File: src/rtl/rxr_pkg.sv
// Shared types and field positions of the receive descriptor ring writer.
package rxr_pkg;
    typedef enum logic [2:0] {
        ST_IDLE,
        ST_CHK,
        ST_RECV,
        ST_DROP,
        ST_FLUSH,
        ST_STAT,
        ST_ADDR
    } rxr_state_e;

    localparam int FLAG_RCOMP = 0;
    localparam int FLAG_BNA   = 1;
    localparam int NUM_FLAGS  = 2;
    localparam int OWN_BIT    = 0;
    localparam int WRAP_BIT   = 1;
    localparam int LEN_W      = 11;
    localparam int OVF_BIT    = 11;
endpackage

File: src/rtl/rxr_byte_pack.sv
// Byte-to-word packer. Collects frame bytes little-endian into a 32-bit
// word, counts the bytes stored and flags bytes lost beyond the buffer size.
// Assumes: 'first' marks the first byte of a frame; BUF_BYTES is a multiple of 4.
module rxr_byte_pack #(
    parameter int BUF_BYTES = 1536,
    parameter int CW        = $clog2(BUF_BYTES + 1)
) (
    input  logic          clk,
    input  logic          rst_n,
    input  logic          take,
    input  logic          first,
    input  logic [7:0]    din,
    output logic [CW-1:0] count,
    output logic [31:0]   word_out,
    output logic          full_wr,
    output logic          trunc
);
    localparam logic [CW-1:0] LIMIT = CW'(BUF_BYTES);

    logic [CW-1:0] cnt_q;
    logic [31:0]   word_q;
    logic          trunc_q;
    logic [CW-1:0] eff_cnt;
    logic          room;
    int            lane_i;

    // Present word including the byte taken this cycle.
    always_comb begin
        eff_cnt  = first ? '0 : cnt_q;
        room     = eff_cnt < LIMIT;
        lane_i   = int'(eff_cnt[1:0]);
        word_out = first ? '0 : word_q;
        if (take && room) begin
            word_out[8*lane_i +: 8] = din;
        end
        full_wr  = take && room && (eff_cnt[1:0] == 2'd3);
    end

    // Byte count, word assembly and truncation state.
    always_ff @(posedge clk) begin
        if (!rst_n) begin
            cnt_q   <= '0;
            word_q  <= '0;
            trunc_q <= 1'b0;
        end else if (take) begin
            cnt_q   <= room ? eff_cnt + CW'(1) : eff_cnt;
            word_q  <= word_out;
            trunc_q <= (first ? 1'b0 : trunc_q) | !room;
        end
    end

    assign count = cnt_q;
    assign trunc = trunc_q;
endmodule

File: src/rtl/rxr_irq_flags.sv
// Sticky interrupt flags. A set pulse makes a flag pending; a status read
// clears all flags, but a set in the same cycle wins.
module rxr_irq_flags #(
    parameter int N = 2
) (
    input  logic         clk,
    input  logic         rst_n,
    input  logic [N-1:0] set,
    input  logic         clr,
    output logic [N-1:0] pend
);
    for (genvar g = 0; g < N; g++) begin : g_flag
        // One pending bit: set has priority over clear.
        always_ff @(posedge clk) begin
            if (!rst_n)       pend[g] <= 1'b0;
            else if (set[g])  pend[g] <= 1'b1;
            else if (clr)     pend[g] <= 1'b0;
        end
    end
endmodule

File: src/rtl/rx_ring_writer.sv
// Receive descriptor ring writer. Fetches the current descriptor on the
// first byte of a frame. If software still owns it, the frame is dropped.
// Otherwise the bytes are stored in the buffer, then the status and pointer
// words are written back, handing the buffer to the CPU.
// Assumes: memory writes take effect in one cycle; read data returns the
// next cycle; frames are at least three idle cycles apart; ring_base is
// 8-byte aligned.
module rx_ring_writer
    import rxr_pkg::*;
#(
    parameter int AW        = 32,
    parameter int BUF_BYTES = 1536
) (
    input  logic          clk,
    input  logic          rst_n,
    input  logic          rx_en,
    input  logic [AW-1:0] ring_base,
    input  logic          in_valid,
    input  logic [7:0]    in_data,
    input  logic          in_last,
    input  logic          in_err,
    output logic          mem_req,
    output logic          mem_we,
    output logic [AW-1:0] mem_addr,
    output logic [31:0]   mem_wdata,
    output logic [3:0]    mem_be,
    input  logic [31:0]   mem_rdata,
    input  logic          isr_rd,
    output logic [1:0]    irq_pend,
    output logic          irq
);
    localparam int CW = $clog2(BUF_BYTES + 1);

    rxr_state_e    state;
    logic [AW-1:0] ptr_q;
    logic [31:0]   desc_q;
    logic          done_q, bad_q;

    logic          take, first, last_now, done_now, bad_now, owned;
    logic [CW-1:0] cnt;
    logic [31:0]   word;
    logic          full_wr, trunc;
    logic [AW-1:0] buf_base, word_addr;
    logic [3:0]    part_be;
    logic [31:0]   stat_word;
    logic [NUM_FLAGS-1:0] flag_set;

    // Byte acceptance and end-of-frame decode.
    always_comb begin
        take     = rx_en && in_valid &&
                   (state == ST_IDLE || state == ST_CHK || state == ST_RECV);
        first    = (state == ST_IDLE);
        last_now = take && in_last;
        done_now = done_q || last_now;
        bad_now  = bad_q || (last_now && in_err);
        owned    = mem_rdata[OWN_BIT];
    end

    rxr_byte_pack #(.BUF_BYTES(BUF_BYTES), .CW(CW)) pack_i (
        .clk      (clk),
        .rst_n    (rst_n),
        .take     (take),
        .first    (first),
        .din      (in_data),
        .count    (cnt),
        .word_out (word),
        .full_wr  (full_wr),
        .trunc    (trunc)
    );

    // Buffer addressing, partial-word enables and status word.
    always_comb begin
        buf_base  = {desc_q[AW-1:2], 2'b00};
        word_addr = buf_base + AW'({cnt[CW-1:2], 2'b00});
        for (int k = 0; k < 4; k++) begin
            part_be[k] = (k < int'(cnt[1:0]));
        end
        stat_word            = '0;
        stat_word[LEN_W-1:0] = LEN_W'(cnt);
        stat_word[OVF_BIT]   = trunc;
    end

    // Memory port: one operation per cycle, chosen by the state.
    always_comb begin
        mem_req   = 1'b0;
        mem_we    = 1'b0;
        mem_addr  = ptr_q;
        mem_wdata = word;
        mem_be    = 4'hF;
        if (rx_en) begin
            case (state)
                ST_IDLE:  mem_req = in_valid;
                ST_RECV: begin
                    mem_req  = full_wr;
                    mem_we   = 1'b1;
                    mem_addr = word_addr;
                end
                ST_FLUSH: begin
                    mem_req  = (cnt[1:0] != 2'b00);
                    mem_we   = 1'b1;
                    mem_addr = word_addr;
                    mem_be   = part_be;
                end
                ST_STAT: begin
                    mem_req   = 1'b1;
                    mem_we    = 1'b1;
                    mem_addr  = ptr_q + AW'(4);
                    mem_wdata = stat_word;
                end
                ST_ADDR: begin
                    mem_req   = 1'b1;
                    mem_we    = 1'b1;
                    mem_wdata = desc_q | 32'h1;
                end
                default: mem_req = 1'b0;
            endcase
        end
    end

    // Frame sequencing and ring pointer.
    always_ff @(posedge clk) begin
        if (!rst_n) begin
            state  <= ST_IDLE;
            ptr_q  <= '0;
            desc_q <= '0;
            done_q <= 1'b0;
            bad_q  <= 1'b0;
        end else if (!rx_en) begin
            state  <= ST_IDLE;
            ptr_q  <= ring_base;
            done_q <= 1'b0;
            bad_q  <= 1'b0;
        end else begin
            case (state)
                ST_IDLE: if (take) begin
                    done_q <= last_now;
                    bad_q  <= last_now && in_err;
                    state  <= ST_CHK;
                end
                ST_CHK: begin
                    done_q <= done_now;
                    bad_q  <= bad_now;
                    if (owned) begin
                        state <= done_now ? ST_IDLE : ST_DROP;
                    end else begin
                        desc_q <= mem_rdata;
                        if (!done_now)    state <= ST_RECV;
                        else if (bad_now) state <= ST_IDLE;
                        else              state <= ST_FLUSH;
                    end
                end
                ST_RECV:  if (last_now) state <= in_err ? ST_IDLE : ST_FLUSH;
                ST_DROP:  if (in_valid && in_last) state <= ST_IDLE;
                ST_FLUSH: state <= ST_STAT;
                ST_STAT:  state <= ST_ADDR;
                ST_ADDR: begin
                    ptr_q <= desc_q[WRAP_BIT] ? ring_base : ptr_q + AW'(8);
                    state <= ST_IDLE;
                end
                default:  state <= ST_IDLE;
            endcase
        end
    end

    // Interrupt flag set conditions.
    always_comb begin
        flag_set             = '0;
        flag_set[FLAG_RCOMP] = rx_en && (state == ST_ADDR);
        flag_set[FLAG_BNA]   = rx_en && (state == ST_CHK) && owned;
    end

    rxr_irq_flags #(.N(NUM_FLAGS)) flags_i (
        .clk   (clk),
        .rst_n (rst_n),
        .set   (flag_set),
        .clr   (isr_rd),
        .pend  (irq_pend)
    );

    assign irq = |irq_pend;
endmodule

File: config.mk
export PLATFORM = sky130hd
export DESIGN_NAME = rx_ring_writer
export DESIGN_NICKNAME = d
export VERILOG_FILES = /design/src/rtl/rxr_pkg.sv /design/src/rtl/rxr_byte_pack.sv /design/src/rtl/rxr_irq_flags.sv /design/src/rtl/rx_ring_writer.sv
export SDC_FILE = /design/constraint.sdc
export NUM_CORES = 1
export LEC_CHECK = 0
export ABC_AREA = 0
export ABC_CLOCK_PERIOD_IN_PS = 7400
export CELL_PAD_IN_SITES_DETAIL_PLACEMENT = 0
export CELL_PAD_IN_SITES_GLOBAL_PLACEMENT = 1
export CORE_MARGIN = 5
export CORE_UTILIZATION = 41
export DETAILED_ROUTE_END_ITERATION = 16
export PLACE_DENSITY = 0.87
export SETUP_SLACK_MARGIN = 0.4
export SLEW_MARGIN = 0
export SYNTH_ARGS = -nofsm -noshare
export SYNTH_HDL_FRONTEND = slang
export SYNTH_SLANG_ARGS = --single-unit
File: constraint.sdc
create_clock -name clk -period 7.4 [get_ports clk]
set_clock_uncertainty 0.05 [all_clocks]
set_input_delay 1.85 -clock clk [delete_from_list [all_inputs] [get_ports clk]]
set_output_delay 1.85 -clock clk [all_outputs]
set_load 0.005 [all_outputs]
==> flow_summary.toml <==
[timing]
drv_slew = 0
fmax_mhz = 149.0
slew_headroom_pct = 24.98
period_needed_ps = 6710
worst_slew_pin_slew_ps = 1123
rsz0062_at_grt = "no"
finalHoldViolations = 0
setup_tns_ps = 0
setup_viol = 0
fin_hold_ws_ps = 415.2
period_share_pct = 90.67

[setup_path]
r2r_setup_slack_ps = 4290
rr_endpoint = "pack_i.word_q[8]$_SDFFE_PN0N_"
critPathKind = "primary input to output pin"
crit_path_start = "rx_en"
critical_path.max_fanout = 13
crit_path_end_kind = "output pin"
r2r_cells = 6
worstPathArrival_ps = 4810
crit_path_end = "mem_wdata[18]"
cp_common_cell = "clkdlybuf4s50_1"
critPathRequiredTime_ps = 5500
rr_startpoint = "state[2]$_SDFFE_PN0P_"
critPathLaunchType = "primary input"
cpMaxStageDelayCell = "a21oi_1"
cp_slowest_stage_delay_ps = 650
path_cells = "clkdlybuf4s50_1, and4b_1, buf_4, or3_1, a21oi_1, a222oi_1, inv_1, clkdlybuf4s50_1"

[logic_synthesis]
yosysWarnings = 0
synth_nets = 1107
async_flop_share_pct = 0
synth-seq-cells = 114
ys_types = 71
syn_area_um2 = 7672
synth_ff_type = "dfxtp_1"
synth_cells = 1011
postSynthAreaPerCell_um2 = 7.589
synth.yosys.seq_area_share_pct = 29.75
synth_edf_count = 0

[job]
drv_cap = 0

[floorplanning]
die-height_um = 146.8
pin_count = 152
num_rows = 50
core-area_um2 = 18580
initial_core_util_pct = 41.29
die_area_um2 = 21550
die_x_um = 146.8

[clock_tree]
path_clk_slew_ps = 60
cts.sinks = 114
cts_resized = 0
insertion_delay_ps = 430
post_cts_buffers = 0
holdBufCountCts = 0
clockBufferDepth = 2
cts_tree = "done"
cts_buffers = 17
htreeDepth = 4
clockRootBuffer = "clkbuf_16"

[final_layout]
syn2layout_area_growth_pct = 28.20
nNetsFinal = 1207
drive_gt1_share_pct = 6.762
stdcell_count = 1358
antenna_cells = 0

[route]
antenna_left = 0
routedWlPerCell_um = 19.81
firstDrtPassIters = 6
wl_mm = 26.90
viasPerCell = 6.091
drtIter0Drc = 1027
drc = 0
vias = 8271

[worst_hold_path]
hold_start = "pack_i.word_q[11]$_SDFFE_PN0N_"
worstHoldPathType = "flop to flop"

[placement]
dp_hpwl_mm = 19.24
dp.cells = 1326
numPortBuffers = 151
routabilityCongestion = 0.8816

[global_routing]
grt-ovfl-total = 0
antenna_found_initial = 0
grt_use_total_pct = 24.48
grt_first_pass_wirelength_mm = 42.74
grt_max_degree = 89
grt_pass1_vias = 7651

[outcome]
outcome = "completed"

[power_and_ir_drop]
ir_drop_mv = 0.1496
power_density_nw_per_um2 = 172.2
p_leak_nw = 3.427
==> critical path, delay by kind of cell <==
kind | cells | cell delay (ps)
AND/OR/NAND/NOR | 2 | 700
buffers and inverters | 4 | 1390
AO/OA/AOI/OAI | 2 | 860
==> how the worst min path moves through the flow <==
| stage | endpoint | slack (ps) | cells after the start |
|---|---|---|---|
| 6_report | pack_i.word_q[11]$_SDFFE_PN0N_ | 420 | 1 |
| 5_1_grt | pack_i.word_q[5]$_SDFFE_PN0N_ | 430 | 1 |
| 4_1_cts | pack_i.word_q[7]$_SDFFE_PN0N_ | 420 | 1 |
| 3_5_place_dp | pack_i.word_q[7]$_SDFFE_PN0N_ | 400 | 1 |
| 3_3_place_gp | pack_i.word_q[5]$_SDFFE_PN0N_ | 400 | 1 |
| 2_1_floorplan | ptr_q[0]$_SDFFE_PN0P_ | 390 | 2 |
==> synthesized netlist by cell type (all sizes together), types with 11 or more instances <==
cell type | count | area [µm²]
nand2 | 188 | 708.2
dfxtp | 114 | 2282
clkbuf | 65 | 244.0
o21ai | 57 | 285.3
nand3 | 49 | 250.2
a21oi | 46 | 230.2
nor2 | 41 | 153.9
a21boi | 40 | 300.3
inv | 37 | 138.9
a32o | 36 | 360.4
a222oi | 32 | 320.3
xnor2 | 29 | 254.0
buf | 22 | 113.9
and2 | 19 | 118.9
nor3 | 19 | 100.1
nand4 | 17 | 106.4
ha | 16 | 200.2
nor2b | 16 | 100.1
nand2b | 11 | 68.82
nor4 | 11 | 113.9
or3 | 11 | 68.82
==> area by class of cell <==
type                            instances  area, µm²
Fill cell                            1765       8745
Inverter                               37      138.9
Sequential cell                       114       2282
Clock inverter                         14      152.6
Clock buffer                           18      439.2
Timing Repair Buffer                  168       1634
Multi-Input combinational cell        773       4896
Tap cell                              234      292.8
==> sequential cells by signal, summed over array words and instances (netlist names) <==
name	cells
bad_q	1
desc_q	31
done_q	1
flags_i.pend	2
pack_i.count	11
pack_i.trunc	1
pack_i.word_q	32
ptr_q	32
state	3
==> per-layer routing <==
layer / routed length, µm / track usage, %
met2: 11750 / 37.13
met3: 2744 / 6.354
met4: 481 / 7.150
met1: 11920 / 34.27
met5: 0 / 0
==> report_power, final <==
| group | total (mW) | switching (mW) | leakage, nW | internal [mW] |
|---|---|---|---|---|
| clock | 0.839 | 0.331 | 0.291 | 0.508 |
| combinational | 0.197 | 0.0970 | 2.21 | 0.100 |
| sequential | 0.657 | 0.0281 | 0.925 | 0.629 |
==> placed cells by master (no fill, tap or decap), types with 6 or more instances in the layout <==
cell type,count
nand2_1,187
clkbuf_16,17
a22oi_1,6
a32o_1,36
and3_1,10
a221oi_1,6
o221ai_1,9
xor2_1,8
o211ai_1,10
a21boi_0,40
nand3_1,48
nand2b_1,11
nor4_1,8
a211oi_1,10
ha_1,16
a222oi_1,32
o21ai_0,56
a21oi_1,46
and2_1,19
buf_4,17
or3_1,11
inv_1,36
nor2_1,40
clkdlybuf4s50_1,150
xnor2_1,29
dfxtp_1,114
mux2_2,8
and4_1,6
nor2b_1,16
nor3_1,18
nand4_1,17
==> logic make-up after synthesis <==
| kind of cell | synth area share [%] |
|---|---|
| flip-flops | 29.75 |
| multiplexers | 1.566 |
| adder cells (fa/ha/maj) | 2.870 |
| buffers and inverters | 6.474 |
| AND/OR/NAND/NOR | 26.22 |
| XOR/XNOR | 4.224 |
| AO/OA/AOI/OAI | 28.90 |
==> per-stage QoR <==
| step | cell area, µm² | total power [mW] | setup WS [ps] | utilization (%) |
|---|---|---|---|---|
| 2_1_floorplan | 7672 | 0.7599 | 1992 | - |
| 3_3_place_gp | 9244 | 0.8640 | 833.8 | 49.75 |
| 3_5_place_dp | 9244 | 0.8641 | 762.8 | 49.75 |
| 4_1_cts | 9836 | 1.700 | 739.8 | 52.94 |
| 5_1_grt | 9836 | 1.745 | 596.2 | 52.94 |
| 6_report | 9836 | 1.694 | 690.1 | 52.94 |
Note: power is estimated with default switching activity, not from simulation.
